===== src/rtl/tally_pkg.sv =====
package tally_pkg;
  // Routing choice made by one steering stage.
  typedef enum logic {
    STEER_STRAIGHT = 1'b0,
    STEER_DIAG     = 1'b1
  } steer_mode_e;

  // Width of a binary number able to hold the values 0..n.
  function automatic int unsigned count_width(input int unsigned n);
    return (n < 1) ? 1 : $clog2(n + 1);
  endfunction
endpackage


===== src/rtl/tally_stage.sv =====
module tally_stage
  import tally_pkg::*;
#(
  parameter int unsigned W = 9
) (
  input  logic         bit_i,
  input  logic [W-1:0] vec_i,
  output logic [W-1:0] vec_o
);
  steer_mode_e mode;

  always_comb begin
    mode = bit_i ? STEER_DIAG : STEER_STRAIGHT;
    unique case (mode)
      STEER_STRAIGHT: vec_o = vec_i;
      // Every position moves up one index; the top position falls off and
      // index 0 is driven low so no line is ever left undriven.
      STEER_DIAG:     vec_o = {vec_i[W-2:0], 1'b0};
      default:        vec_o = vec_i;
    endcase
  end
endmodule


===== src/rtl/tally_chain.sv =====
module tally_chain #(
  parameter int unsigned N = 8,
  localparam int unsigned W = N + 1
) (
  input  logic [N-1:0] bits_i,
  output logic [W-1:0] onehot_o
);
  logic [W-1:0] lane [0:N];

  // Seed: only the zero position is set.
  assign lane[0] = {{(W-1){1'b0}}, 1'b1};

  for (genvar s = 0; s < N; s++) begin : g_stage
    tally_stage #(.W(W)) stage_i (
      .bit_i (bits_i[s]),
      .vec_i (lane[s]),
      .vec_o (lane[s+1])
    );
  end

  assign onehot_o = lane[N];
endmodule


===== src/rtl/tally_encode.sv =====
module tally_encode #(
  parameter int unsigned N  = 8,
  parameter int unsigned CW = 4
) (
  input  logic [N:0]    onehot_i,
  output logic [CW-1:0] count_o
);
  always_comb begin
    count_o = '0;
    for (int k = 0; k <= int'(N); k++) begin
      if (onehot_i[k]) count_o = count_o | CW'(k);
    end
  end
endmodule


===== src/rtl/tally_out_slot.sv =====
module tally_out_slot #(
  parameter int unsigned N  = 8,
  parameter int unsigned CW = 4
) (
  input  logic          clk,
  input  logic          rst_n,
  input  logic          in_valid,
  output logic          in_ready,
  input  logic [N:0]    onehot_d,
  input  logic [CW-1:0] count_d,
  output logic          out_valid,
  input  logic          out_ready,
  output logic [N:0]    onehot_q,
  output logic [CW-1:0] count_q
);
  logic full_q;

  // The slot can take a word when empty or when it drains this cycle.
  assign in_ready  = !full_q || out_ready;
  assign out_valid = full_q;

  always_ff @(posedge clk) begin
    if (!rst_n) begin
      full_q   <= 1'b0;
      onehot_q <= {{N{1'b0}}, 1'b1};
      count_q  <= '0;
    end else if (in_ready) begin
      full_q <= in_valid;
      if (in_valid) begin
        onehot_q <= onehot_d;
        count_q  <= count_d;
      end
    end
  end
endmodule


===== src/rtl/tally_steer.sv =====
module tally_steer
  import tally_pkg::*;
#(
  parameter int unsigned N        = 8,
  parameter bit          COUNT_EN = 1'b1,
  parameter bit          REG_OUT  = 1'b1,
  localparam int unsigned CW = count_width(N)
) (
  input  logic          clk,
  input  logic          rst_n,
  input  logic          in_valid,
  output logic          in_ready,
  input  logic [N-1:0]  in_bits,
  output logic          out_valid,
  input  logic          out_ready,
  output logic [N:0]    out_onehot,
  output logic [CW-1:0] out_count
);
  logic [N:0]    onehot_c;
  logic [CW-1:0] count_c;

  tally_chain #(.N(N)) chain_i (
    .bits_i   (in_bits),
    .onehot_o (onehot_c)
  );

  if (COUNT_EN) begin : g_enc
    tally_encode #(.N(N), .CW(CW)) enc_i (
      .onehot_i (onehot_c),
      .count_o  (count_c)
    );
  end else begin : g_no_enc
    assign count_c = '0;
  end

  if (REG_OUT) begin : g_reg
    tally_out_slot #(.N(N), .CW(CW)) slot_i (
      .clk       (clk),
      .rst_n     (rst_n),
      .in_valid  (in_valid),
      .in_ready  (in_ready),
      .onehot_d  (onehot_c),
      .count_d   (count_c),
      .out_valid (out_valid),
      .out_ready (out_ready),
      .onehot_q  (out_onehot),
      .count_q   (out_count)
    );
  end else begin : g_comb
    assign in_ready   = out_ready;
    assign out_valid  = in_valid;
    assign out_onehot = onehot_c;
    assign out_count  = count_c;
  end
endmodule


===== config.mk =====
export PLATFORM = sky130hd
export DESIGN_NAME = tally_steer
export DESIGN_NICKNAME = d
export VERILOG_FILES = /design/src/rtl/tally_pkg.sv /design/src/rtl/tally_stage.sv /design/src/rtl/tally_chain.sv /design/src/rtl/tally_encode.sv /design/src/rtl/tally_out_slot.sv /design/src/rtl/tally_steer.sv
export SDC_FILE = /design/constraint.sdc
export NUM_CORES = 1
export LEC_CHECK = 0
export BUFFER_PORTS_ARGS = -buffer_cell sky130_fd_sc_hd__buf_2
export CAP_MARGIN = 20
export CORE_ASPECT_RATIO = 0.5
export CORE_MARGIN = 3
export CORE_UTILIZATION = 55
export DETAILED_ROUTE_END_ITERATION = 8
export PLACE_DENSITY = 0.88
export SETUP_SLACK_MARGIN = 0.1
export SLEW_MARGIN = 5
export SYNTH_ARGS = -nofsm -noshare
export SYNTH_HDL_FRONTEND = slang
export SYNTH_HIERARCHICAL = 1
export SYNTH_SLANG_ARGS = --single-unit

===== constraint.sdc =====
create_clock -name clk -period 4.1 [get_ports clk]
set_input_delay 0.615 -clock clk [delete_from_list [all_inputs] [get_ports clk]]
set_output_delay 0.615 -clock clk [all_outputs]
set_load 0.03 [all_outputs]

==> results of run 1 <==
==> layout make-up <==
type	count	area, sq um
multi-input combinational	133	1370
fill	236	922
sequential	14	280
timing repair buffer	26	130
tap	37	46.3
clock buffer	3	41.3
inverter	2	7.51
==> through the flow <==
step / hold WS, ps / setup WS, ps / utilization / std cells
6_report: 452 / 524 / 0.670 / 215
5_1_grt: 488 / 445 / 0.670 / 215
4_1_cts: 456 / 519 / 0.670 / 215
3_5_place_dp: 444 / 270 / 0.656 / 212
3_3_place_gp: 439 / 296 / 0.656 / 212
2_1_floorplan: 579 / 462 / - / 163
==> cells by family (layout without fill, tap and decap cells) <==
| group | count (synthesis) | after routing |
|---|---|---|
| mux | 76 | 76 |
| buf+inv | 16 | 31 |
| compound gates | 2 | 2 |
| flops | 14 | 14 |
| simple gates | 38 | 38 |
| other cells | 2 | 17 |
==> report_power, final <==
group          total [uW]  internal (uW)  switching, uW
Clock                 109           64.8           43.9
Combinational         269            155            114
Sequential            157            150           6.99
==> worst paths after layout <==
path / depth (start not counted) / endpoint / from
worst max register to register: 3 / g_reg.slot_i/count_q[1] / g_reg.slot_i/out_valid
worst min-delay path: 2 / g_reg.slot_i/onehot_q[1] / g_reg.slot_i/onehot_q[1]
worst min register to register: 2 / g_reg.slot_i/onehot_q[1] / g_reg.slot_i/onehot_q[1]
worst max-delay path: 12 / g_reg.slot_i/count_q[1] / in_bits[0]
==> layer usage <==
| layer | up-vias | wire [microns] | track usage |
|---|---|---|---|
| met4 | 0 | 16 | 0.0568 |
| met5 | - | 0 | 0 |
| met3 | 2 | 90 | 0.00903 |
| met2 | 15 | 1320 | 0.295 |
| li1 | 560 | - | - |
| met1 | 487 | 980 | 0.119 |
==> sequential cells by signal, summed over array words and instances, names as in the netlist <==
signal                  count
g_reg.slot_i/out_valid      1
g_reg.slot_i/count_q        4
g_reg.slot_i/onehot_q       9
==> Yosys cell counts <==
cell      count  share of area
mux2_4       64           0.55
nand2_1      24          0.052
dfxtp_1      14           0.16
mux2i_1      12          0.069
buf_6         9          0.058
and2b_2       8          0.040
or4_1         3          0.013
buf_2         2         0.0057
conb_1        2         0.0043
inv_1         2         0.0043
a21boi_0      1         0.0043
and2_4        1         0.0050
buf_12        1          0.011
buf_4         1         0.0043
clkbuf_1      1         0.0022
nand2b_4      1         0.0079
nand3_1       1         0.0029
o211ai_1      1         0.0043
==> critical path, stage by stage <==
cell and delay (ps):
buf_2 180, mux2_4 320, mux2_4 270, mux2_4 270, mux2_4 270, mux2_4 270
mux2_4 270, mux2_4 280, mux2_4 270, or4_1 510, nand2_1 70, mux2i_1 70
==> metrics, run 1 <==
outcome finished, final reports clean; core area ~2800 sq um; Final Cell Area between 1500 and 2000 sq um; Ant. Diodes 0; maxcap violations 0; clock buffer count from CTS 3; Required @ worst endpoint around 4200 ps; Syn Std Cell Area between 1500 and 2000 sq um; Final nets around 190; setup violators final 0; Synth Instances between 100 and 150; first-pass iteration count of the detailed router 2; die width 85.6 microns; Worst R2R Setup Slack between 3000 and 4000 ps; synth unique cells 18; CTS tree done; crit path DAT approximately 3700 ps; post-synthesis adder-cell area fraction 0; overall power 535 uW; most common cell after layout, fill and taps aside mux2_4; Routed WL between 2 and 2.5 mm; XOR/XNOR share of the synthesized area 0; min cycle time layout approximately 3600 ps; clk sinks 14; Max Freq between 200 and 300 MHz; highest-count cells in the layout ignoring fill and taps mux2_4 (64), buf_2 (26), nand2_1 (24); IO Port Bufs 26; post-synthesis sequential area ratio 0.161; io pins 27; RSZ-0062 raised after global routing false; initial cell density of the core 0.623; Worst Hold Class reg -> reg; leakage ~0.0010 uW; Max VDD drop 0.254 mV; clock tree buffer depth 2; worst-path maximum fanout 9; setup TNS 0 ps; first-pass GRT wire length 4.04 mm; # DRC 0; CTS Root Cell clkbuf_8; Final Hold Vio Count 0; Tcrit/Tclk final 0.872; die area 3920 sq um; Die H between 40 and 50 microns; clk slew on worst S/H paths 50 ps; CP Capture Type flop; Yosys reg bits 14; vias per cell 4.95; max-slew violation total from the final report 0; total gr overflow 0; kind of critical path in -> reg; gr usage total 0.128; largest family of logic cells by synthesized area multiplexers; routed vias between 1000 and 1500; number of global-route vias before repair between 1000 and 1500; GPL Wtd Cong 0.726; Placed Area between 1500 and 2000 sq um; Routed Antenna Nets 0; type of origin of the critical path primary input; Setup Skew roughly 0.55 ps; Clock Latency Late Sink approximately 240 ps; Setup Fix Bufs, Post-CTS 0; # rows 13; yosys warns 6; share of cells above drive strength 1 0.579; area growth from synthesis to layout 7.53%; # H-tree levels 1; Simple-Gate Fraction of Synth Area 0.121; complex-gate fraction of the synthesized area 0.00861; largest net degree at the start of global routing 27; post-synthesis mux area share 0.620; initial antenna violation count 0; PostCTS Resize Cnt 0; Power per Cell Area 285 nW/um^2; DR WL/cell between 10 and 15 microns; # hold bufs at CTS 0; synthesized area per cell 11.8 sq um; Initial DRC Count 4
No activity file was read; power rests on OpenSTA's default activity.
==> run 2, diff against run 1 <==
- ABC_AREA: default -> 1
- SETUP_SLACK_MARGIN: 0.1 -> 0.15
==> run 2 against run 1 <==
First-iteration DRC count grew to 14 times the previous value. Sequential share of layout area grew 1.1 points. Flip-flop and latch count is the same. Clock-buffer cell count is the same. Power shrank 14%. Synthesized area shrank 6.2%. Non-clock buffer count is the same. Wire length grew 29%. Cell count grew 80%. Design area shrank 7.0%. Critical path type unchanged. Critical endpoint unchanged. Largest cell class unchanged. Highest routed layer unchanged.
==> metrics, run 2 <==
clk slew on worst S/H paths 50 ps (about the same); Final nets 365 (was 192); Top Layer Used met4 (unchanged); Power per Cell Area 262 nW/um^2 (was 285 nW/um^2); Routed WL 3.10 mm (was 2.41 mm); met3 wire length 115 microns (was 90 microns); initial cell density of the core 0.602 (was 0.623); WL met2 1.60 mm (was 1.32 mm); IO Port Bufs 26 (unchanged); yosys warns 6 (unchanged); Required @ worst endpoint 4270 ps (was 4220 ps); Multi-input gate area 1140 sq um (was 1370 sq um); top post-synthesis cells by area nand2_1 (48%), dfxtp_1 (17%), buf_6 (8.3%), nor2_1 (5.5%), inv_1 (4.6%) (was mux2_4 (55%), dfxtp_1 (16%), mux2i_1 (6.9%), buf_6 (5.8%), nand2_1 (5.2%)); Max VDD drop 0.190 mV (was 0.254 mV); post-synthesis sequential area ratio 0.171 (was 0.161); Worst Hold Depth 2 (unchanged); Max-slew headroom 0.650; type of origin of the critical path primary input (unchanged); clock buffer count from CTS 3 (unchanged); share of cells above drive strength 1 0.142 (was 0.579); area growth from synthesis to layout 6.66% (was 7.53%); max reg flops 9 (unchanged); CTS Root Cell clkbuf_8 (unchanged); Clock Latency Late Sink 240 ps (about the same); r2r worst-path depth 4 (was 3); post-synth top area share 0.480 (was 0.551); max-slew violation total from the final report 0 (unchanged); clock tree buffer depth 2 (unchanged); Routed Antenna Nets 0 (unchanged); Top reg by flops g_reg.slot_i/onehot_q (unchanged); vias per cell 4.46 (was 4.95); Least-Margin Pin Slew between 500 and 600 ps; Placed Area 1700 sq um (was 1830 sq um); overall power 458 uW (was 535 uW); Max Freq 449 MHz (was 280 MHz); DP HPWL around 2.5 mm; core area 2720 sq um (was 2800 sq um); synth unique cells 16 (was 18); asr flop ratio synth 0 (unchanged); Finished Core Util 0.642 (was 0.670); maxcap violations 0 (unchanged); Tcrit/Tclk final 0.543 (was 0.872); number of global-route vias before repair 1328 (was 1028); setup TNS 0 ps (unchanged); highest-count cells in the layout ignoring fill and taps nand2_1 (209), buf_2 (26), nor2_1 (24) (was mux2_4 (64), buf_2 (26), nand2_1 (24)); leakage 0.00120 uW (was 0.00101 uW); largest net degree at the start of global routing 29 (was 27); Ant. Diodes 0 (unchanged); # H-tree levels 1 (unchanged); fill cell count 276 (was 236); Reg area 280 sq um (unchanged); synthesized area per cell 5.08 sq um (was 11.8 sq um); Final Cell Area 1740 sq um (was 1880 sq um); clk sinks 14 (unchanged); io pins 27 (unchanged); kind of critical path in -> reg (unchanged); first-pass iteration count of the detailed router 4 (was 2); Final Hold Vio Count 0 (unchanged); Setup Fix Bufs, Post-CTS 0 (unchanged); GPL Wtd Cong 0.821 (was 0.726); Syn Std Cell Area 1640 sq um (was 1740 sq um); Die H 44.6 microns (was 45.8 microns); setup violators final 0 (unchanged); crit path DAT 2400 ps (was 3690 ps); most common cell after layout, fill and taps aside nand2_1 (was mux2_4); DRT met1 WL 1.38 mm (was 980 microns); initial antenna violation count 0 (unchanged); first-pass GRT wire length 5.44 mm (was 4.04 mm); Worst Hold Class reg -> reg (unchanged); # hold bufs at CTS 0 (unchanged); die width 83.1 microns (was 85.6 microns); # rows 13 (unchanged); gr usage total 0.170 (was 0.128); routed vias 1730 (was 1064); Setup Skew 3.16 ps (was 0.549 ps); total gr overflow 0 (unchanged); RSZ-0062 raised after global routing false (unchanged); count of flip-flops with a built-in enable after synthesis 0 (unchanged); DR WL/cell 8.00 microns (was 11.2 microns); area leader, netlist nand2_1 (was mux2_4); Initial DRC Count 54 (was 4); worst-path maximum fanout 10 (was 9); Yosys reg bits 14 (unchanged); PostCTS Resize Cnt 0 (unchanged); min cycle time layout 2230 ps (was 3580 ps); Most used DFF post-synth dfxtp_1 (unchanged); # DRC 0 (unchanged); synth cell count leaders nand2_1 (209), nor2_1 (24), inv_1 (20), dfxtp_1 (14), buf_6 (12) (was mux2_4 (64), nand2_1 (24), dfxtp_1 (14), mux2i_1 (12), buf_6 (9)); count leader, synth nand2_1 (was mux2_4); Synth Instances 322 (was 148); die area 3700 sq um (was 3920 sq um); CP Capture Type flop (unchanged); outcome finished, final reports clean (unchanged); CTS tree done (unchanged)
==> run 2: cell count changes after synthesis, moves of 5 or more <==
| cell | before | now |
|---|---|---|
| mux2_4 | 64 | 0 |
| inv_1 | 2 | 20 |
| nand2_1 | 24 | 209 |
| a21oi_2 | 0 | 5 |
| nor2_1 | 0 | 24 |
| nand3_1 | 1 | 9 |
| mux2i_1 | 12 | 0 |
| inv_2 | 0 | 9 |
| a21oi_1 | 0 | 7 |
| and2b_2 | 8 | 0 |
| nand3_2 | 0 | 5 |
==> run 2: worst paths after layout <==
kind / startpoint / endpoint / slack [ps]
max: in_bits[0] / g_reg.slot_i/count_q[1] / 1870
min: g_reg.slot_i/onehot_q[0] / g_reg.slot_i/onehot_q[0] / 470
max reg2reg: g_reg.slot_i/out_valid / g_reg.slot_i/onehot_q[0] / 3100
min reg2reg: g_reg.slot_i/onehot_q[0] / g_reg.slot_i/onehot_q[0] / 470
==> run 2: critical path: stages <==
cell and delay, ps:
buf_2 150, nor2_1 140, inv_1 50, nor2_1 120
inv_1 50, nor2_1 110, inv_1 50, nor2_1 110
inv_1 50, nor2_1 120, inv_1 50, nor2_1 110
nand2_1 60, nand2_1 80, nand2_1 50, nand2_1 90
nor2_1 50, nand2_1 60, inv_1 40, nand3_1 80
nand2_1 70, nor2_1 80
==> run 2: layout make-up <==
class | count | share of cell area
inverter | 29 | 0.0624
multi-input combinational | 279 | 0.652
tap | 37 | 0.0265
timing repair buffer | 26 | 0.0746
clock buffer | 3 | 0.0237
sequential | 14 | 0.161
==> run 2: metal layers <==
metal / track usage / vias to the layer above
met5: 0 / -
met2: 0.366 / 29
li1: - / 991
met4: 0.0293 / 0
met3: 0.0223 / 2
met1: 0.183 / 708
==> run 2: kinds of logic after synthesis <==
kind of cell	synth area share
other cells	0.00459
simple gates	0.604
flops	0.171
buf+inv	0.168
compound gates	0.0528
==> run 2: stage by stage <==
stage	setup WS [ps]	instances	hold WS, ps
2_1_floorplan	1880	337	591
3_3_place_gp	1690	385	445
3_5_place_dp	1640	385	446
4_1_cts	1870	388	468
5_1_grt	1540	388	493
6_report	1870	388	468
==> run 2: power by group <==
part | internal, uW | switching, uW
Sequential | 148 | 6.60
Clock | 64.6 | 40.9
Combinational | 64.3 | 133
==> run 3, diff against run 2 <==
- clock period: 4.1 -> 2.1 ns (I/O delays scaled with it)
==> run 3 against run 2 <==
Hold slack got worse by 63 ps. Register-to-register slack got worse by 2000 ps. Die area did not move. Power rose by 110%. Cell count rose by 1.3%. Clock skew barely moved. Global-route usage rose by 0.55 points. Via count rose by 6.7%. Core utilization rose by 6.1 points. Setup slack got worse by 1600 ps. Largest cell class unchanged. Flip-flop and latch count did not move. Non-clock buffer count rose by 5.
==> metrics, run 3 (synthesis results as in run 2) <==
outcome finished, final reports clean (unchanged); fin worst setup slack 273 ps (was 1870 ps); DP HPWL 2.56 mm (was 2.48 mm); RSZ-0062 raised after global routing true (was false); CTS tree done (unchanged); GPL Wtd Cong 0.822 (was 0.821); dpl ws -98.8 ps (was 1640 ps); Tcrit/Tclk final 0.870; highest-count cells in the layout ignoring fill and taps nand2_1 (186), buf_2 (24), nand2_2 (20) (was nand2_1 (209), buf_2 (26), nor2_1 (24)); total gr overflow 0 (unchanged); Ant. Diodes 0 (unchanged); number of global-route vias before repair 1380 (was 1328); Die H 44.6 microns (unchanged); # rows 13 (unchanged); initial antenna violation count 0 (unchanged); Routed Antenna Nets 0 (unchanged); most common cell after layout, fill and taps aside nand2_1 (unchanged); clock buffer count from CTS 3 (unchanged); min cycle time layout 1830 ps; CP max-delay cell buf_8 (was buf_2); first-pass GRT wire length 5.57 mm (was 5.44 mm); Initial DRC Count 62 (was 54); CTS Root Cell clkbuf_8 (unchanged); worst-path maximum fanout 10 (unchanged); DR WL/cell 9.04 microns (was 8.00 microns); crit-path cells buf_8, nand2_4, nand2_2, nand2_1, nand2_1, nand2_1, nand2_2, nand2_1, nand2_1, nand2_1, nand2_2, nand2_1, nand2_1, nand2_1, nand2_2, nand2_2, nand2_4, nor2_4, nand2_2, inv_2, nand3_2, nand2_2, nor2_1 (was buf_2, nor2_1, inv_1, nor2_1, inv_1, nor2_1, inv_1, nor2_1, inv_1, nor2_1, inv_1, nor2_1, nand2_1, nand2_1, nand2_1, nand2_1, nor2_1, nand2_1, inv_1, nand3_1, nand2_1, nor2_1); area growth from synthesis to layout 16.8% (was 6.66%); Final nets 370 (was 365); core area 2720 sq um (unchanged); clock tree buffer depth 2 (unchanged); share of cells above drive strength 1 0.250 (was 0.142); Largest stage delay, worst path 120 ps (was 150 ps); type of origin of the critical path primary input (unchanged); # H-tree levels 1 (unchanged); maxcap violations 0 (unchanged); die area 3700 sq um (unchanged); clk sinks 14 (unchanged); die width 83.1 microns (unchanged); initial cell density of the core 0.602 (unchanged); most frequent CP cell nand2_1 (was nor2_1); Max Freq about 550 MHz; largest net degree at the start of global routing 29 (unchanged); # DRC 0 (unchanged); setup violators final 0 (unchanged); Required @ worst endpoint 2230 ps (was 4270 ps); IO Port Bufs 26 (unchanged); Setup Skew 3.15 ps (was 3.16 ps); Least-Margin Pin Slew 554 ps (was 525 ps); Top reg by flops g_reg.slot_i/onehot_q (unchanged); Routed WL 3.55 mm (was 3.10 mm); routed vias 1846 (was 1730); gr usage total 0.175 (was 0.170); Power per Cell Area 510 nW/um^2 (was 262 nW/um^2); max-slew violation total from the final report 0 (unchanged); crit path DAT 1960 ps (was 2400 ps); Max-slew headroom 0.631 (was 0.650); kind of critical path in -> reg (unchanged); clk slew on worst S/H paths 50 ps (about the same); hold slack 405 ps (was 468 ps); vias per cell 4.70 (was 4.46); first-pass iteration count of the detailed router 6 (was 4); CP Capture Type flop (unchanged); Final Hold Vio Count 0 (unchanged); Worst Hold Class in -> reg (was reg -> reg); io pins 27 (unchanged); Clock Latency Late Sink 240 ps (about the same); Max VDD drop 0.404 mV (was 0.190 mV); max reg flops 9 (unchanged); leakage 0.00124 uW (was 0.00120 uW)
[run 3: changes by cell type in the layout (fill, tap and decap cells not counted), sizes merged]
| cell | delta |
|---|---|
| buf | +5 |
[run 3: worst paths after layout]
check | start | end | slack (ps) | depth (start not counted)
worst min-delay path | rst_n | g_reg.slot_i/onehot_q[0] | 400 | 2
worst max register to register | g_reg.slot_i/out_valid | g_reg.slot_i/count_q[1] | 1070 | 4
worst max-delay path | in_bits[0] | g_reg.slot_i/count_q[1] | 270 | 23
worst min register to register | g_reg.slot_i/onehot_q[0] | g_reg.slot_i/onehot_q[0] | 470 | 2
[run 3: layout make-up]
cell class,count,area [sq um]
Clock buffer,3,41.3
Fill cell,239,807
Inverter,29,109
Multi-Input combinational cell,279,1250
Sequential cell,14,280
Tap cell,37,46.3
Timing Repair Buffer,31,180
[run 3: metal layers]
metal,part of all wire,GRT usage,up-vias
li1,-,-,1006
met1,0.43,0.197,797
met2,0.52,0.368,37
met3,0.037,0.0223,6
met4,0.015,0.0293,0
met5,0,0,-
[run 3: what timing repair did]
item,4_1_cts,5_1_grt
hold buffers,0,0
endpoints found under the setup margin,1,13
pin swaps,0,23
gates resized for setup,1,45
buffers inserted,0,4
[run 3: critical path, delay by kind of cell]
family	cells	cell delay [ps]
buffers and inverters	2	170
and+or+nand+nor	21	1480
[run 3: report_power, final]
part / switching, uW / internal [uW]
clock network: 84.2 / 126
logic: 301 / 160
registers: 12.9 / 290
[run 3: per-stage QoR]
| step | instances | cell area [sq um] | utilization | power (uW) | TNS [ps] |
|---|---|---|---|---|---|
| floorplan | 337 | 1690 | - | 648 | 0 |
| global placement | 386 | 1710 | 0.630 | 674 | -5.38 |
| detailed placement | 386 | 1710 | 0.630 | 688 | -185 |
| CTS | 389 | 1750 | 0.646 | 897 | 0 |
| global route | 393 | 1910 | 0.703 | 1050 | 0 |
| finish | 393 | 1910 | 0.703 | 974 | 0 |
